==> src/rtl/gpio_bank_pkg.sv <==
package gpio_bank_pkg;
  localparam int NREGS = 8;
  localparam int IDX_W = $clog2(NREGS);

  typedef enum logic [1:0] {
    OP_WRITE = 2'd0,
    OP_SET   = 2'd1,
    OP_CLEAR = 2'd2,
    OP_NONE  = 2'd3
  } acc_op_e;

  typedef enum logic [IDX_W-1:0] {
    RI_DOUT  = 3'd0,
    RI_OE    = 3'd1,
    RI_DIN   = 3'd2,
    RI_LVL   = 3'd3,
    RI_POL   = 3'd4,
    RI_ROUTE = 3'd5,
    RI_IEN   = 3'd6,
    RI_STAT  = 3'd7
  } reg_idx_e;
endpackage

==> src/rtl/gpio_bank_sync.sv <==
module gpio_bank_sync #(
  parameter int W      = 32,
  parameter int STAGES = 2
) (
  input  logic         clk,
  input  logic         rst_n,
  input  logic [W-1:0] pin_i,
  output logic [W-1:0] samp_o,
  output logic [W-1:0] prev_o
);
  localparam int DEPTH = STAGES + 1;

  logic [W-1:0] stg_q [DEPTH];
  logic [W-1:0] stg_d [DEPTH];

  always_comb begin
    stg_d[0] = pin_i;
    for (int i = 1; i < DEPTH; i++) stg_d[i] = stg_q[i-1];
  end

  always_ff @(posedge clk or negedge rst_n) begin
    if (!rst_n) begin
      for (int i = 0; i < DEPTH; i++) stg_q[i] <= '0;
    end else begin
      for (int i = 0; i < DEPTH; i++) stg_q[i] <= stg_d[i];
    end
  end

  assign samp_o = stg_q[STAGES-1];
  assign prev_o = stg_q[STAGES];
endmodule

==> src/rtl/gpio_bank_detect.sv <==
module gpio_bank_detect #(
  parameter int W = 32
) (
  input  logic         clk,
  input  logic         rst_n,
  input  logic [W-1:0] samp_i,
  input  logic [W-1:0] prev_i,
  input  logic [W-1:0] lvl_i,
  input  logic [W-1:0] pol_i,
  input  logic [W-1:0] route_i,
  input  logic [W-1:0] ien_i,
  output logic [W-1:0] hit_o
);
  for (genvar g = 0; g < W; g++) begin : g_pin
    logic raw;
    always_comb begin
      unique case ({lvl_i[g], pol_i[g]})
        2'b00:   raw = ~samp_i[g] &  prev_i[g];
        2'b01:   raw =  samp_i[g] & ~prev_i[g];
        2'b10:   raw = ~samp_i[g];
        default: raw =  samp_i[g];
      endcase
      hit_o[g] = raw & route_i[g] & ien_i[g];
    end
  end


  edge_needs_change_chk: assert property (@(posedge clk) disable iff (!rst_n)
    ((hit_o & ~lvl_i & ~(samp_i ^ prev_i)) == '0));
endmodule

==> src/rtl/gpio_bank_csr.sv <==
module gpio_bank_csr
  import gpio_bank_pkg::*;
#(
  parameter int W  = 32,
  parameter int AW = 8
) (
  input  logic          clk,
  input  logic          rst_n,
  input  logic          wr_i,
  input  logic [AW-1:0] addr_i,
  input  logic [W-1:0]  wdata_i,
  input  logic [W-1:0]  din_i,
  input  logic [W-1:0]  hit_i,
  output logic [W-1:0]  rdata_o,
  output logic [W-1:0]  dout_o,
  output logic [W-1:0]  oe_o,
  output logic [W-1:0]  lvl_o,
  output logic [W-1:0]  pol_o,
  output logic [W-1:0]  route_o,
  output logic [W-1:0]  ien_o,
  output logic [W-1:0]  stat_o
);
  localparam int IDX_LSB = 4;
  localparam int MAP_TOP = IDX_LSB + IDX_W;

  logic [W-1:0]     reg_q [NREGS];
  logic [W-1:0]     reg_d [NREGS];
  logic [NREGS-1:0] wr_en;
  logic [IDX_W-1:0] idx;
  acc_op_e          op;
  logic             in_map;
  logic             sel;

  function automatic logic [W-1:0] apply_op(input logic [W-1:0] old,
                                            input logic [W-1:0] wd,
                                            input acc_op_e      o);
    case (o)
      OP_SET:   return old | wd;
      OP_CLEAR: return old & ~wd;
      default:  return wd;
    endcase
  endfunction

  assign idx    = addr_i[MAP_TOP-1:IDX_LSB];
  assign op     = acc_op_e'(addr_i[IDX_LSB-1:2]);
  assign in_map = (addr_i[AW-1:MAP_TOP] == '0) && (addr_i[1:0] == 2'b00);
  assign sel    = wr_i && in_map && (op != OP_NONE);

  always_comb begin
    for (int r = 0; r < NREGS; r++) begin
      wr_en[r] = sel && (idx == IDX_W'(r)) && (r != int'(RI_DIN));
      reg_d[r] = wr_en[r] ? apply_op(reg_q[r], wdata_i, op) : reg_q[r];
    end
    reg_d[RI_STAT] = reg_d[RI_STAT] | hit_i;
  end

  always_ff @(posedge clk or negedge rst_n) begin
    if (!rst_n) begin
      for (int r = 0; r < NREGS; r++) reg_q[r] <= '0;
    end else begin
      for (int r = 0; r < NREGS; r++) begin
        if (wr_en[r] || (r == int'(RI_STAT))) reg_q[r] <= reg_d[r];
      end
    end
  end

  always_comb begin
    if (!in_map)             rdata_o = '0;
    else if (idx == RI_DIN)  rdata_o = din_i;
    else                     rdata_o = reg_q[idx];
  end

  assign dout_o  = reg_q[RI_DOUT];
  assign oe_o    = reg_q[RI_OE];
  assign lvl_o   = reg_q[RI_LVL];
  assign pol_o   = reg_q[RI_POL];
  assign route_o = reg_q[RI_ROUTE];
  assign ien_o   = reg_q[RI_IEN];
  assign stat_o  = reg_q[RI_STAT];


  plain_write_chk: assert property (@(posedge clk) disable iff (!rst_n)
    (wr_en[RI_OE] && op == OP_WRITE) |=> (reg_q[RI_OE] == $past(wdata_i)));


  gated_set_chk: assert property (@(posedge clk) disable iff (!rst_n)
    (!sel) |=> ((reg_q[RI_STAT] & ~$past(reg_q[RI_STAT])
                 & ~$past(reg_q[RI_ROUTE] & reg_q[RI_IEN])) == '0));


  status_sticky_chk: assert property (@(posedge clk) disable iff (!rst_n)
    (!sel) |=> (($past(reg_q[RI_STAT]) & ~reg_q[RI_STAT]) == '0));
endmodule

==> src/rtl/gpio_irq_bank.sv <==
module gpio_irq_bank #(
  parameter int NPINS       = 32,
  parameter int ADDR_W      = 8,
  parameter int SYNC_STAGES = 2
) (
  input  logic              clk,
  input  logic              rst_n,
  input  logic              bus_wr_i,
  input  logic [ADDR_W-1:0] bus_addr_i,
  input  logic [NPINS-1:0]  bus_wdata_i,
  output logic [NPINS-1:0]  bus_rdata_o,
  input  logic [NPINS-1:0]  pin_i,
  output logic [NPINS-1:0]  pin_out_o,
  output logic [NPINS-1:0]  pin_oe_o,
  output logic              irq_o
);
  logic [NPINS-1:0] samp, prev, hit;
  logic [NPINS-1:0] lvl, pol, route, ien, stat;

  gpio_bank_sync #(.W(NPINS), .STAGES(SYNC_STAGES)) u_sync (
    .clk(clk), .rst_n(rst_n), .pin_i(pin_i), .samp_o(samp), .prev_o(prev)
  );

  gpio_bank_detect #(.W(NPINS)) u_detect (
    .clk(clk), .rst_n(rst_n), .samp_i(samp), .prev_i(prev),
    .lvl_i(lvl), .pol_i(pol), .route_i(route), .ien_i(ien), .hit_o(hit)
  );

  gpio_bank_csr #(.W(NPINS), .AW(ADDR_W)) u_csr (
    .clk(clk), .rst_n(rst_n), .wr_i(bus_wr_i), .addr_i(bus_addr_i),
    .wdata_i(bus_wdata_i), .din_i(samp), .hit_i(hit), .rdata_o(bus_rdata_o),
    .dout_o(pin_out_o), .oe_o(pin_oe_o), .lvl_o(lvl), .pol_o(pol),
    .route_o(route), .ien_o(ien), .stat_o(stat)
  );

  assign irq_o = |stat;


  irq_follows_status_chk: assert property (@(posedge clk) disable iff (!rst_n)
    $fell(irq_o) |-> ($past(stat) != '0) && (stat == '0));
endmodule

==> config.mk <==
export PLATFORM = sky130hd
export DESIGN_NAME = gpio_irq_bank
export DESIGN_NICKNAME = d
export VERILOG_FILES = /design/src/rtl/gpio_bank_pkg.sv /design/src/rtl/gpio_bank_sync.sv /design/src/rtl/gpio_bank_detect.sv /design/src/rtl/gpio_bank_csr.sv /design/src/rtl/gpio_irq_bank.sv
export SDC_FILE = /design/constraint.sdc
export NUM_CORES = 1
export LEC_CHECK = 0
export ABC_AREA = 1
export CELL_PAD_IN_SITES_DETAIL_PLACEMENT = 2
export CELL_PAD_IN_SITES_GLOBAL_PLACEMENT = 2
export CORE_AREA = 3 3 229 231
export CTS_BUF_LIST = sky130_fd_sc_hd__clkbuf_4
export DETAILED_ROUTE_END_ITERATION = 10
export DIE_AREA = 0 0 232 234
export HOLD_SLACK_MARGIN = 0.03
export PLACE_DENSITY_LB_ADDON = 0.1
export SLEW_MARGIN = 10
export SYNTH_ARGS = -nofsm -noshare
export SYNTH_HDL_FRONTEND = slang
export SYNTH_SLANG_ARGS = --single-unit
==> constraint.sdc <==
create_clock -name clk -period 3.2 [get_ports clk]
set_clock_uncertainty 0.15 [all_clocks]
set_input_delay 0.32 -clock clk [delete_from_list [all_inputs] [get_ports clk]]
set_output_delay 0.32 -clock clk [all_outputs]
set_load 0.03 [all_outputs]
# [Word-level counts from Yosys, hierarchy flattened]
# Index checks and enable logic that the tools add are counted.
# Widths: inputs -> output; s select.
[classes] order_cmp=1 eq_ne=74 mux=45 bitwise_logic=210 n_reduce_logical=45
[op_table] op="$pmux 32 s2" n=7
[op_table] op="$or 32x32->32" n=8
[op_table] op="$and 32x32->32" n=7
[op_table] op="$mux 32" n=5
[op_table] op="$and 1x1->1" n=128
[op_table] op="$bmux 32 s3" n=1
[op_table] op="$pmux 1 s3" n=32
[op_table] op="$eq 2x1->1 const B" n=33
[op_table] op="$eq 2x2->1 const B" n=33
[op_table] op="$logic_not 2->1" n=33
[op_table] op="$not 1->1" n=65
[op_table] op="$not 32->32" n=1
[op_table] op="$reduce_or 32->1" n=1
[op_table] op="$eq 3x3->1 const B" n=4
[op_table] op="$logic_and 1x1->1" n=10
[op_table] op="$eq 3x2->1 const B" n=2
[op_table] op="$ge 4x4->1 const B" n=1
[op_table] op="$not 3->4" n=1
[op_table] op="$eq 3x1->1 const B" n=1
[op_table] op="$logic_not 3->1" n=1
[op_table] op="$ne 2x2->1 const B" n=1
[totals] reg_bits=320 in_bits=75 output_inout_bits=97

# [Depth between registers and ports, before layout]
[depth] word_depth=7 mapped_depth=9

# [Cells and area by module]
# A second synthesis with hierarchy kept.
[hier_totals] cells_unflattened=2790 area_unflattened_um2=18746.7
[modules_own_cells] module="gpio_bank_csr" n_inst=1 cells_each=2265 area_per_inst_um2=14443.9
[modules_own_cells] module="gpio_bank_sync" n_inst=1 cells_each=128 area_per_inst_um2=2642.5
[modules_own_cells] module="gpio_bank_detect" n_inst=1 cells_each=352 area_per_inst_um2=1481.4
[modules_own_cells] module="gpio_irq_bank" n_inst=1 cells_each=45 area_per_inst_um2=178.9

# [Worst setup path before layout]
# OpenSTA, ideal clock, no wires.
[synth_timing] path_kind="input to output" start="input port bus_addr_i[4]" end="output port bus_rdata_o[14]" t_arrival_ns=1.573 setup_slack_ns=1.157 stages=9 n_path_buf=2 path_cell_list="buf_2 -> nor2_4 -> nand2_1 -> inv_1 -> buf_2 -> nand2_1 -> nand3_1 -> nor2_1 -> nor2_1"
[synth_between] elab_chain_cells=6
[synth_lines] item="start: declaration" line="gpio_irq_bank.sv:9" rtl="input logic [ADDR_W-1:0] bus_addr_i,"
[synth_lines] item="$not 3->4 (not written as such)" line="gpio_bank_csr.sv:70" rtl="else rdata_o = reg_q[idx];"
[synth_lines] item="$bmux 32 s3" line="gpio_bank_csr.sv:70"
[synth_lines] item="$mux 32 (not written as such) (2 in a row)" line="gpio_bank_csr.sv:70"
[synth_lines] item="$mux 32 (*)" line="gpio_bank_csr.sv:69" rtl="else if (idx == RI_DIN) rdata_o = din_i;"
[synth_lines] item="$mux 32 (*)" line="gpio_bank_csr.sv:68" rtl="if (!in_map) rdata_o = '0;"
[synth_lines] item="end: declaration" line="gpio_irq_bank.sv:11" rtl="output logic [NPINS-1:0] bus_rdata_o,"
# Mark *: on every way between the ends. The rest lies on a longest branch, timed or not. The select of a mux whose other input is x is not followed.

# [Final worst setup path]
[layout_timing] start="input port bus_addr_i[4]" end="output port bus_rdata_o[17]"
# The elaborated chain is that of the path after synthesis.

==> results.toml <==
[status]
status = "finished, final reports clean"

[pwr]
power_density_nw_per_um2 = 539.2
sw_frac_of_total = 0.3696
intPower_mw = 7.565
switching_power_mw = 4.435
seq_power_share = 0.420
ir_drop_mv = 0.2132
pwr-share-comb = 0.257
p_clk_frac = 0.322
p_leak_nw = 11.50
p_total_mw = 12.00

[timing]
fin_setup_tns_ns = 0
period_share = 0.9658
finalSetupViolCount = 0
finalCriticalPeriod_ns = 3.091
rsz0062_at_grt = "false"
drv_slew = 0
hold_viol = 0
max_freq_mhz = 323.6
slew_headroom = 0.3851
worstMarginPinSlew_ns = 0.9209

[worst_setup_path]
start_kind = "input port"
critPathTopFamily = "buffers and inverters"
path_class = "in -> out"
cp_slowest_cell = "dlygate4sd3_1"
path_buf_inv = 5
crit_top_cell = "buf_4"
critPathRequiredTime_ns = 2.73
crit_start = "bus_addr_i[4]"
worstPathMaxFanout = 12
cp-end-kind = "output pin"
crit_chain = "dlygate4sd3_1 > buf_4 > inv_2 > nand2_1 > nor2_4 > buf_4 > nand2_1 > nand3_1 > nor2_1 > nor2_1 > buf_4"
reg2reg_from = "u_csr.lvl_o[14]"
critPathMaxStageDelay_ns = 0.54
crit_arrival_ns = 2.62

[floorplanning]
core_area_um2 = 50270
fp.dieW_um = 232
pin_count = 172
rows = 82
dieArea_um2 = 54290
start_util = 0.3617
dieHeight_um = 234

[final_layout]
regArea_um2 = 8008
multiInputGateArea_um2 = 8622
syn_to_final_growth_pct = 22.41
nets = 3028
layout-drive-gt1-share = 0.08397
layout_commonest_cell = "nand2_1"
mostFrequentLayoutCells = "nand2_1, dfrtp_1, nand3_1"
num-fill-cells = 6015

[clocking]
clock_tree.root_cell = "clkbuf_4"
cts_max_level = 3
cts.sinks = 320
cts_buffer_depth = 3
cts_made_buffers = 94
cts.clk_slew.worst_paths_ns = 0.06
insertion_delay_ns = 0.83
cts_tree = "done"

[route]
route.detailed.drc = 0
postRouteAntennaNets = 0
drt_first_iter_violations = 1028
drt_first_pass_iters = 5
vias = 19970
route.final.wire_length_mm = 79.85
wl_per_cell_um = 21.65
drt-vias-per-instance = 5.414

[placement]
place_congestion = 0.7847
port_buffers = 171
dpl.hpwl_mm = 50.54

[grt]
top_usage_layer = "met2"
met1_usage = 0.3768
grt_max_degree = 72
groute.layer.met2.usage = 0.5170
grt_first_pass_wirelength_mm = 126.7
track_usage = 0.2976
grt_pass1_vias = 22410
antenna_found_initial = 3
use_met3 = 0.04956
gr-total-overflow = 0

[hold_path]
hp-class = "reg -> reg"
hold_start = "u_sync.stg_d[45]"

[yosys]
syn_inst = 2715
yosys_warnings = 0
syn_nets = 2793
synth_area_um2 = 18180
post_synth_num_cell_types = 20
synth-seq-cells = 320
synth.avg_cell_area_um2 = 6.697
ys_seq_area_frac = 0.4404

[job]
drv_cap = 0
## path summary, 6_finish.rpt
path                                          end  slack, ns  cells after the start
worst min-delay path            u_sync.samp_o[13]       0.20                      0
min in group asynchronous        u_csr.route_o[1]       0.61                      4
worst min register to register  u_sync.samp_o[13]       0.20                      0
max in group asynchronous        u_csr.stat_o[25]       1.88                      4
worst max-delay path              bus_rdata_o[17]       0.11                     11
worst max register to register    u_csr.lvl_o[14]       1.92                      6
## power by group through the flow
| stage | sequential, mW | combinational, mW | clock [mW] |
|---|---|---|---|
| floorplan | 5.22 | 1.55 | 0 |
| detailed placement | 5.11 | 3.01 | 0 |
| global route | 5.12 | 3.45 | 4.22 |
| finish | 5.05 | 3.09 | 3.86 |
| global placement | 5.07 | 2.84 | 0 |
| CTS | 5.04 | 3.10 | 4.00 |
## flip-flops by register name, summed over array words and instances (netlist names)
register / cells
u_csr.dout_o: 32
u_csr.route_o: 32
u_csr.oe_o: 32
u_sync.samp_o: 32
u_csr.ien_o: 32
u_sync.prev_o: 32
u_csr.stat_o: 32
u_csr.pol_o: 32
u_sync.stg_d: 32
u_csr.lvl_o: 32
## synth_stat cells
| cell | count | area share |
|---|---|---|
| dfrtp_1 | 320 | 0.44 |
| nor2_4 | 8 | 0.0050 |
| o21ai_0 | 149 | 0.041 |
| buf_1 | 9 | 0.0019 |
| nor3_2 | 1 | 0.00055 |
| nor2_2 | 1 | 0.00034 |
| nand2_1 | 1042 | 0.22 |
| nor2_1 | 187 | 0.039 |
| nand3_1 | 289 | 0.080 |
| nor3_1 | 7 | 0.0019 |
| inv_2 | 3 | 0.00062 |
| buf_4 | 6 | 0.0025 |
| clkbuf_1 | 36 | 0.0074 |
| nand4_1 | 2 | 0.00069 |
| nand2_4 | 1 | 0.00062 |
| buf_2 | 79 | 0.022 |
| o21ai_1 | 107 | 0.029 |
| inv_1 | 253 | 0.052 |
| ha_1 | 3 | 0.0021 |
| a21oi_1 | 212 | 0.058 |
## metal layers
| layer | share of wire | wire length, µm | vias up |
|---|---|---|---|
| li1 | - | - | 9132 |
| met1 | 0.44 | 35260 | 10260 |
| met2 | 0.49 | 39090 | 416 |
| met3 | 0.040 | 3155 | 162 |
| met4 | 0.029 | 2335 | 0 |
| met5 | 0 | 0 | - |
## metrics by stage
stage / util / hold WS (ns) / area (µm²) / instances / setup WS, ns
6_report: 0.4427 / 0.1975 / 22260 / 3688 / 0.1094
5_1_grt: 0.4427 / 0.2046 / 22260 / 3688 / 0.03432
4_1_cts: 0.4425 / 0.1595 / 22250 / 3685 / 0.1429
3_5_place_dp: 0.4128 / 0.1858 / 20750 / 3490 / 0.5413
3_3_place_gp: 0.4128 / 0.1829 / 20750 / 3490 / 0.6155
2_1_floorplan: - / -0.1256 / 18180 / 2715 / 1.157
## final cells by class
class                      instances  area share
antenna                            3   0.0003373
clock buffer                     129     0.04351
clock inverter                    30    0.006577
inverter                         256     0.04318
multi-input combinational       2009      0.3874
sequential                       320      0.3598
tap                              672     0.03778
timing repair buffer             269      0.1214
## what timing repair did
item,CTS,global route
pin swaps,0,0
endpoints found under the hold margin,355,0
setup buffers,0,0
setup endpoints to repair,1,3
gates resized for setup,1,1
hold buffers,36,0
## logic make-up (layout without fill, tap and decap cells)
| family | Yosys count | count (layout) | synth area share |
|---|---|---|---|
| other | 0 | 3 | 0 |
| AND/OR/NAND/NOR | 1538 | 1538 | 0.3423 |
| adder cells (fa/ha/maj) | 3 | 3 | 0.002065 |
| buffers and inverters | 386 | 684 | 0.08636 |
| flip-flops | 320 | 320 | 0.4404 |
| AO/OA/AOI/OAI | 468 | 468 | 0.1288 |
(Power assumes the default switching activity.)
